File: src/rtl/vliw_slot_pkg.sv
package vliw_slot_pkg;

  typedef enum logic [2:0] {
    CL_NOP = 3'd0,
    CL_INT = 3'd1,
    CL_BR  = 3'd2,
    CL_LD  = 3'd3,
    CL_ST  = 3'd4,
    CL_FP  = 3'd5,
    CL_MUL = 3'd6,
    CL_BAD = 3'd7
  } op_cls_e;

  localparam int unsigned NCLS = 8;

  // allow masks, one bit per class (bit index = class code), slot 1 lowest
  localparam logic [7:0] ALLOW_S1 = 8'h06; // int | branch
  localparam logic [7:0] ALLOW_S2 = 8'h0A; // int | load
  localparam logic [7:0] ALLOW_S3 = 8'h18; // load | store
  localparam logic [7:0] ALLOW_S4 = 8'h20; // fp
  localparam logic [7:0] ALLOW_S5 = 8'h40; // multiply
  localparam logic [39:0] DEF_ALLOW = {ALLOW_S5, ALLOW_S4, ALLOW_S3, ALLOW_S2, ALLOW_S1};

endpackage

File: src/rtl/slot_op_classify.sv
module slot_op_classify
  import vliw_slot_pkg::*;
#(
  parameter int unsigned OP_W = 8
) (
  input  logic [OP_W-1:0] op_i,
  output op_cls_e         cls_o
);
  localparam int unsigned EXT_BIT = OP_W - 4;

  logic [2:0] grp;
  assign grp = op_i[OP_W-1 -: 3];

  always_comb begin
    cls_o = CL_BAD;
    if (op_i == '0) begin
      cls_o = CL_NOP;
    end else begin
      case (grp)
        3'd0:    cls_o = CL_INT;
        3'd1:    cls_o = CL_BR;
        3'd2:    cls_o = CL_LD;
        3'd3:    cls_o = CL_ST;
        3'd4:    cls_o = op_i[EXT_BIT] ? CL_BAD : CL_FP;  // double precision rejected
        3'd5:    cls_o = op_i[EXT_BIT] ? CL_BAD : CL_MUL; // divide rejected
        default: cls_o = CL_BAD;
      endcase
    end
  end
endmodule

File: src/rtl/slot_legal_chk.sv
module slot_legal_chk
  import vliw_slot_pkg::*;
#(
  parameter logic [NCLS-1:0] ALLOW = '0
) (
  input  op_cls_e cls_i,
  output logic    ok_o,
  output logic    is_op_o,
  output logic    is_br_o
);
  always_comb begin
    is_op_o = (cls_i != CL_NOP);
    is_br_o = (cls_i == CL_BR);
    ok_o    = !is_op_o || ((cls_i != CL_BAD) && ALLOW[cls_i]);
  end
endmodule

File: src/rtl/bundle_gate.sv
module bundle_gate #(
  parameter int unsigned N_SLOTS = 5,
  parameter int unsigned MAX_BR  = 1
) (
  input  logic               clk_i,
  input  logic               rst_ni,
  input  logic               valid_i,
  input  logic [N_SLOTS-1:0] ok_i,
  input  logic [N_SLOTS-1:0] is_op_i,
  input  logic [N_SLOTS-1:0] is_br_i,
  output logic               valid_o,
  output logic [N_SLOTS-1:0] dispatch_o,
  output logic [N_SLOTS-1:0] slot_err_o,
  output logic               illegal_o
);
  localparam int unsigned CNT_W = $clog2(N_SLOTS + 1);

  logic [CNT_W-1:0]   br_cnt;
  logic               br_over;
  logic [N_SLOTS-1:0] err_d;
  logic               ill_d;

  always_comb begin
    br_cnt = '0;
    for (int k = 0; k < N_SLOTS; k++) br_cnt = br_cnt + CNT_W'(is_br_i[k]);
  end

  assign br_over = (32'(br_cnt) > MAX_BR);
  assign err_d   = ~ok_i;
  assign ill_d   = (|err_d) || br_over;

  always_ff @(posedge clk_i or negedge rst_ni) begin
    if (!rst_ni) begin
      valid_o    <= 1'b0;
      dispatch_o <= '0;
      slot_err_o <= '0;
      illegal_o  <= 1'b0;
    end else begin
      valid_o    <= valid_i;
      slot_err_o <= valid_i ? err_d : '0;
      illegal_o  <= valid_i && ill_d;
      dispatch_o <= (valid_i && !ill_d) ? is_op_i : '0;
    end
  end
endmodule

File: src/rtl/vliw_slot_check.sv
module vliw_slot_check
  import vliw_slot_pkg::*;
#(
  parameter int unsigned           N_SLOTS    = 5,
  parameter int unsigned           OP_W       = 8,
  parameter int unsigned           MAX_BR     = 1,
  parameter logic [N_SLOTS*NCLS-1:0] SLOT_ALLOW = DEF_ALLOW
) (
  input  logic                    clk_i,
  input  logic                    rst_ni,
  input  logic                    valid_i,
  input  logic [N_SLOTS*OP_W-1:0] bundle_i,
  output logic                    valid_o,
  output logic [N_SLOTS-1:0]      dispatch_o,
  output logic [N_SLOTS-1:0]      slot_err_o,
  output logic                    illegal_o
);
  logic [N_SLOTS-1:0] ok, is_op, is_br;

  for (genvar k = 0; k < N_SLOTS; k++) begin : g_slot
    op_cls_e cls;

    slot_op_classify #(.OP_W(OP_W)) u_cls (
      .op_i  (bundle_i[k*OP_W +: OP_W]),
      .cls_o (cls)
    );

    slot_legal_chk #(.ALLOW(SLOT_ALLOW[k*NCLS +: NCLS])) u_chk (
      .cls_i   (cls),
      .ok_o    (ok[k]),
      .is_op_o (is_op[k]),
      .is_br_o (is_br[k])
    );
  end

  bundle_gate #(.N_SLOTS(N_SLOTS), .MAX_BR(MAX_BR)) u_gate (
    .clk_i      (clk_i),
    .rst_ni     (rst_ni),
    .valid_i    (valid_i),
    .ok_i       (ok),
    .is_op_i    (is_op),
    .is_br_i    (is_br),
    .valid_o    (valid_o),
    .dispatch_o (dispatch_o),
    .slot_err_o (slot_err_o),
    .illegal_o  (illegal_o)
  );
endmodule

File: config.mk
export PLATFORM = sky130hd
export DESIGN_NAME = vliw_slot_check
export DESIGN_NICKNAME = d
export VERILOG_FILES = /design/src/rtl/vliw_slot_pkg.sv /design/src/rtl/slot_op_classify.sv /design/src/rtl/slot_legal_chk.sv /design/src/rtl/bundle_gate.sv /design/src/rtl/vliw_slot_check.sv
export SDC_FILE = /design/constraint.sdc
export NUM_CORES = 1
export LEC_CHECK = 0
export BUFFER_PORTS_ARGS = -buffer_cell sky130_fd_sc_hd__buf_2
export CAP_MARGIN = 20
export CELL_PAD_IN_SITES_DETAIL_PLACEMENT = 1
export CELL_PAD_IN_SITES_GLOBAL_PLACEMENT = 1
export CORE_MARGIN = 1
export CORE_UTILIZATION = 30
export CTS_CLUSTER_DIAMETER = 40
export DETAILED_ROUTE_END_ITERATION = 10
export PLACE_DENSITY_LB_ADDON = 0.1
export SYNTH_ARGS = -nofsm -noshare
export SYNTH_HDL_FRONTEND = slang
export SYNTH_SLANG_ARGS = --single-unit
File: constraint.sdc
create_clock -name clk_i -period 0.8 [get_ports clk_i]
set_input_delay 0.04 -clock clk_i [delete_from_list [all_inputs] [get_ports clk_i]]
set_output_delay 0.04 -clock clk_i [all_outputs]
set_load 0.02 [all_outputs]
; ---- After elaboration in Yosys (flattened, before gate mapping)
; Memory sizes are Yosys's and may differ from the RTL's.
; Index checks and enable logic that the tools add are counted.
[word_totals]
ff_bits = 12
mem_bits_ro = 40
in_bits = 43
output_inout_bits = 12
n_memories = 5
[memory_table]
columns = memory, words, word_bits, read_ports, rd_clocked_by_memory_dff, write_ports, line_no
row1 = (name not given), 8, 1, 1, 0, 0, slot_legal_chk.sv:14  ; ok_o = !is_op_o || ((cls_i != CL_BAD) && ALLOW[cls_i]);
row2 = (name not given), 8, 1, 1, 0, 0, slot_legal_chk.sv:14
row3 = (name not given), 8, 1, 1, 0, 0, slot_legal_chk.sv:14
row4 = (name not given), 8, 1, 1, 0, 0, slot_legal_chk.sv:14
row5 = (name not given), 8, 1, 1, 0, 0, slot_legal_chk.sv:14
[op_classes]
addsub = 4
n_lt_le_gt_ge = 6
n_eq_ne = 35
mux = 27
bitwise_logic = 1
reduce_logical = 35
[op_table]
columns = operator, n
row1 = $pmux 3 s6, 5
row2 = $eq 3x2->1 const B, 15
row3 = $logic_not 8->1, 5
row4 = $eq 3x3->1 const B, 10
row5 = $lt 3x4->1 const B, 5
row6 = $eq 3x1->1 const B, 5
row7 = $logic_not 3->1, 5
row8 = $mux 3, 5
row9 = $ne 3x3->1 const B, 5
row10 = $reduce_bool 3->1, 5
row11 = $mux 1, 10
row12 = $mux 2, 5
row13 = $mux 5, 2
row14 = $add 3x1->3, 3
row15 = $logic_and 1x1->1, 7
row16 = $logic_not 1->1, 6
row17 = $logic_or 1x1->1, 6
row18 = $not 5->5, 1
row19 = $reduce_or 5->1, 1
row20 = $gt 3x1->1 const B, 1
row21 = $add 1x1->2, 1

; ---- Logic depth before layout (Yosys ltp)
[logic_depth]
ltp_word = 13
mapped_depth = 15
depth_no_buf = 15

; ---- Hierarchy
; Synthesis repeated with hierarchy kept, for this count alone.
[unflattened]
cells_unflattened = 102
hier_area_um2 = 919.6
[modules_own_cells]
columns = mod, instances, cells_per_inst, area_per_inst_um2
row1 = bundle_gate, 1, 34, 488.0
row2 = slot_op_classify, 5, 9, 55.1
row3 = slot_legal_chk (g_slot[2].u_chk ...), 3, 4, 26.3
row4 = slot_legal_chk (g_slot[0].u_chk), 1, 7, 55.1
row5 = slot_legal_chk (g_slot[1].u_chk), 1, 4, 22.5

; ---- Worst setup path before layout
; Ideal clock, no wire load.
[synth_timing]
path_type = input -> register
from = input bundle_i[6]
to = register u_gate.illegal_o
arrival_ns = 3.297
required_ns = 0.671
setup_slack_ns = -2.627
stages = 13
n_path_buf = 0
path_cell_list = or2_2 -> o22ai_1 -> inv_1 -> ha_1 -> and2_1 -> ha_1 -> inv_1 -> fa_1 -> nor4b_1 -> fa_1 -> nor4_1 -> or2b_1 -> o41a_1
[synth_between]
elab_chain_len = 11
elab_cells_between_ends = 26
classes_between = 4 x add/sub / 1 x order compare / 7 x eq/ne / 3 x mux / 1 x bitwise / 9 x reduce/logical / 1 x memory
[synth_rtl]
columns = element, line_no
row1 = start: declaration, vliw_slot_check.sv:12  ; input logic [N_SLOTS*OP_W-1:0] bundle_i,
row2 = "$eq 3x3->1, or another cell as far along", slot_op_classify.sv:19  ; case (grp)
row3 = $pmux 3 s6, slot_op_classify.sv:19
row4 = $mux 3 *, slot_op_classify.sv:16  ; if (op_i == '0) begin
row5 = $eq 3x2->1 or $mem_v2 8x1 (tied branches), n/a
row6 = $add 1x1->2 or $mux 1 (tied branches), "bundle_gate.sv:25, slot_legal_chk.sv:14"
row7 = $add 3x1->3 or $logic_and 1x1->1 (tied branches), "bundle_gate.sv:25, slot_legal_chk.sv:14"
row8 = $add 3x1->3 or $logic_or 1x1->1 (tied branches), "bundle_gate.sv:25, slot_legal_chk.sv:14"
row9 = $add 3x1->3 or $not 5->5 (tied branches), "bundle_gate.sv:25, bundle_gate.sv:29"
row10 = $gt 3x1->1 or $reduce_or 5->1 (tied branches), "bundle_gate.sv:28, bundle_gate.sv:30"
row11 = $logic_or 1x1->1 *, bundle_gate.sv:30  ; assign ill_d = (|err_d) || br_over;
row12 = $logic_and 1x1->1 *, bundle_gate.sv:41  ; illegal_o <= valid_i && ill_d;
row13 = end signal: assignment, bundle_gate.sv:41
row14 = end: declaration, bundle_gate.sv:14  ; output logic illegal_o
; Mark *: on every way between the ends. The rest lies on a longest branch, timed or not. The select of a mux whose other input is x is not followed.

; ---- Final worst setup path
[layout_timing]
from = input bundle_i[2]
to = register u_gate.dispatch_o[0]
[layout_between]
elab_chain_len = 12
elab_cells_between_ends = 21
classes_between = 4 x add/sub / 1 x order compare / 2 x eq/ne / 3 x mux / 1 x bitwise / 9 x reduce/logical / 1 x memory
[layout_rtl]
columns = element, line_no
row1 = $logic_not 8->1 *, slot_op_classify.sv:16
row2 = $mux 3 *, slot_op_classify.sv:16
row3 = $eq 3x2->1 or $mem_v2 8x1 (tied branches), n/a
row4 = $add 1x1->2 or $mux 1 (tied branches), "bundle_gate.sv:25, slot_legal_chk.sv:14"
row5 = $add 3x1->3 or $logic_and 1x1->1 (tied branches), "bundle_gate.sv:25, slot_legal_chk.sv:14"
row6 = $add 3x1->3 or $logic_or 1x1->1 (tied branches), "bundle_gate.sv:25, slot_legal_chk.sv:14"
row7 = $add 3x1->3 or $not 5->5 (tied branches), "bundle_gate.sv:25, bundle_gate.sv:29"
row8 = $gt 3x1->1 or $reduce_or 5->1 (tied branches), "bundle_gate.sv:28, bundle_gate.sv:30"
row9 = $logic_or 1x1->1, bundle_gate.sv:30
row10 = $logic_not 1->1, bundle_gate.sv:42  ; dispatch_o <= (valid_i && !ill_d) ? is_op_i : '0;
row11 = $logic_and 1x1->1, bundle_gate.sv:42
row12 = $mux 5 *, bundle_gate.sv:42
row13 = end signal: assignment, bundle_gate.sv:42
row14 = end: declaration, bundle_gate.sv:12  ; output logic [N_SLOTS-1:0] dispatch_o,
; Marked as above.

==> impl_metrics.env <==
export IMPL_yosysWarnings=0
export IMPL_root_buffer="clkbuf_4"
export IMPL_relSlewSlack_pct=64.7
export IMPL_syn_to_final_growth_pct=119
export IMPL_worstPathArrival_ns=3.71
export IMPL_placed_area_mm2=0.00128
export IMPL_power_frac_comb_pct=41.7
export IMPL_critPathRequiredTime_ns=1.02
export IMPL_syn_nets=117
export IMPL_htree_levels=1
export IMPL_gp_congestion=0.802
export IMPL_vias=1046
export IMPL_synth_top_cell_area_share_pct=39.2
export IMPL_grt_usage_pct=29.1
export IMPL_synth_compound_area_share_pct=18.8
export IMPL_rsz0062_at_grt="true"
export IMPL_hp_class="input port to flop"
export IMPL_nets=211
export IMPL_clock_sinks=12
export IMPL_ir_drop_v=0.000679
export IMPL_synth_top_cell_by_area="dfrtp_1"
export IMPL_status="finished with violations"
export IMPL_end_kind="flop"
export IMPL_setup_viol=19
export IMPL_tightest_slew_ns=0.525
export IMPL_synth_avg_cell_area_um2=11.3
export IMPL_worst_setup_path_start_kind="input port"
export IMPL_cts_made_buffers=3
export IMPL_grt_max_degree=13
export IMPL_clkPwrFrac_pct=22.3
export IMPL_pin_count=55
export IMPL_p_sw_share_pct=33.3
export IMPL_dp_hpwl_um=2330
export IMPL_rows=17
export IMPL_power_internal_mw=1.19
export IMPL_drcViolationCount=0
export IMPL_yosys_area_share_simple_pct=27.2
export IMPL_max_freq_mhz=287
export IMPL_fin_area_mm2=0.00168
export IMPL_clock_path_buffers=2
export IMPL_synthXorXnorAreaFrac_pct=1.14
export IMPL_path_max_fanout=3
export IMPL_grt_overflow=0
export IMPL_drive_gt1_share_pct=76.3
export IMPL_async_flop_share_pct=100
export IMPL_leakagePower_nw=0.792
export IMPL_cap_violations=0
export IMPL_synth_fa_ha_area_share_pct=11.7
export IMPL_power_density_mw_per_mm2=1060
export IMPL_synth_cell_types=27
export IMPL_antenna_found_initial=0
export IMPL_dr_pass1_iters=4
export IMPL_portBuffers=54
export IMPL_fill_cells=235
export IMPL_die_x_um=52.6
export IMPL_placedCellCount=171
export IMPL_seqPwrFrac_pct=36.0
export IMPL_drv_slew=0
export IMPL_min_period_ns=3.49
export IMPL_crit_top_cell="nor4_4"
export IMPL_die_h_um=52.6
export IMPL_preCtsSetupSlack_ns=-2.95
export IMPL_synthMuxAreaShare_pct=0
export IMPL_num_antenna_cells=0
export IMPL_yosys_most_used_dff="dfrtp_1"
export IMPL_routed_wl_um=4480
export IMPL_synth_edf_count=0
export IMPL_criticalPathCategory="input port to flop"
export IMPL_worst_hold_slack_ns=0.0329
export IMPL_ant_nets=0
export IMPL_post_route_period_util_pct=436
export IMPL_synthCells=68
export IMPL_grt_pass1_vias=1099
export IMPL_cp_cell_sequence="buf_6, nor4_4, a21oi_2, o21a_1, inv_2, ha_4, and2_4, ha_4, inv_2, fa_1, nor4b_2, fa_1, nor4_4, o2111ai_2, nor4_4, a21boi_2"
export IMPL_synth_area_leaders="dfrtp_1, ha_1, nor4_1"
export IMPL_path_clk_slew_ns=0.08
export IMPL_finalHoldViolCount=0
export IMPL_synth_top_family_by_area="simple AND/OR/NAND/NOR gates"
export IMPL_vias_per_cell=5.56
export IMPL_holdPathStages=3
export IMPL_drt_iter0_markers=11
export IMPL_instances_no_fill=188
export IMPL_cts_tree="done"
export IMPL_synth_seq_cells=12
export IMPL_initial_utilization_pct=33.1
export IMPL_slowest_delay_ns=0.50
export IMPL_p_switching_uw=592
export IMPL_syn_area_um2=767
export IMPL_violations="negative setup slack"
export IMPL_seq_area_frac_synth_pct=39.2
export IMPL_finalWorstSetupSlack_ns=-2.69
export IMPL_slowest_stage="fa_1"
export IMPL_coreArea_mm2=0.00232
export IMPL_power_total_mw=1.78
export IMPL_dieArea_mm2=0.00276
export IMPL_grt_pass1_wl_um=5400
export IMPL_wire_per_inst_um=23.8
==> cell families after synthesis <==
family	Yosys count
AOI/OAI and AO/OA	16
adders and majority gates	6
and+or+nand+nor	29
buffers and inverters	4
DFF	12
xor gates and xnor gates	1
==> per-stage QoR <==
step	util (%)	setup TNS, ns
after global routing	72.4	-18.78
after global placement	55.3	-17.82
final	72.4	-17.89
after floorplan	-	-15.07
after CTS	67.9	-16.13
after detailed placement	55.3	-19.15
==> layer usage <==
| metal | share of wire (%) | routed length, um | global-route usage [%] | vias up |
|---|---|---|---|---|
| met5 | 0 | 0 | 0 | - |
| met4 | 5.4 | 243 | 10.1 | 0 |
| met3 | 6.9 | 311 | 4.64 | 24 |
| met2 | 51 | 2290 | 55.9 | 69 |
| met1 | 36 | 1630 | 31.3 | 512 |
| li1 | - | - | - | 441 |
==> what timing repair did <==
item                                   in CTS  in global routing
gates resized for setup                    45                 14
endpoints found under the hold margin      12                  0
pin swaps                                  11                 12
setup endpoints to repair                  21                 22
buffers inserted                           10                  4
hold buffers                                1                  0
==> cells in the final DEF, fill, tap and decap left out, types with 2 or more instances in the layout <==
master | Yosys | routed
inv_2 | 0 | 2
inv_1 | 4 | 2
and3b_1 | 2 | 2
a21boi_2 | 0 | 3
a21oi_2 | 3 | 3
nand2_1 | 3 | 3
nor4_4 | 2 | 7
buf_2 | 0 | 34
buf_4 | 0 | 35
dfrtp_1 | 12 | 12
ha_4 | 0 | 3
nor4_1 | 7 | 2
o21a_1 | 3 | 3
nor2_1 | 5 | 4
and2_4 | 0 | 2
clkbuf_4 | 0 | 3
fa_1 | 2 | 2
buf_6 | 0 | 18
o41a_1 | 2 | 2
==> worst max-delay path, delay by kind of cell <==
family | cells | cell delay, ns
adders and majority gates | 4 | 1.29
buffers and inverters | 3 | 0.27
and+or+nand+nor | 5 | 1.28
AOI/OAI and AO/OA | 4 | 0.83
==> cells in the mapped netlist (2+ instances only) <==
| master | number |
|---|---|
| dfrtp_1 | 12 |
| nor4_1 | 7 |
| nor2_1 | 5 |
| ha_1 | 4 |
| inv_1 | 4 |
| a21boi_1 | 3 |
| a21oi_2 | 3 |
| and2_1 | 3 |
| nand2_1 | 3 |
| o21a_1 | 3 |
| and3b_1 | 2 |
| fa_1 | 2 |
| nor4_4 | 2 |
| o41a_1 | 2 |
==> sequential cells by signal, indices dropped and copies added, names as in the netlist <==
| name | flops |
|---|---|
| u_gate.dispatch_o | 5 |
| u_gate.slot_err_o | 5 |
| u_gate.illegal_o | 1 |
| u_gate.valid_o | 1 |
==> layout make-up <==
cell class | count | area (um^2) | share of cell area, %
timing repair buffer | 89 | 661 | 39.3
multi-input combinational | 52 | 646 | 38.5
tap | 28 | 35.0 | 2.09
clock buffer | 3 | 22.5 | 1.34
sequential | 12 | 300 | 17.9
inverter | 4 | 15.0 | 0.894
==> final timing paths <==
path / from / end / slack [ns]
worst max-delay path: bundle_i[2] / u_gate.dispatch_o[0]$_DFF_PN0_ / -2.69
worst min-delay path: bundle_i[8] / u_gate.dispatch_o[1]$_DFF_PN0_ / 0.03
max in group asynchronous: rst_ni / u_gate.slot_err_o[1]$_DFF_PN0_ / 0.39
min in group asynchronous: rst_ni / u_gate.slot_err_o[0]$_DFF_PN0_ / 0.17
==> power groups by stage <==
stage          combinational [mW]  sequential [mW]  clock, mW
2_1_floorplan               0.134            0.676          0
3_3_place_gp                0.447            0.644          0
3_5_place_dp                0.470            0.647          0
4_1_cts                     0.615            0.641      0.370
5_1_grt                     0.774            0.642      0.429
6_report                    0.742            0.641      0.397
(Power assumes the default switching activity.)
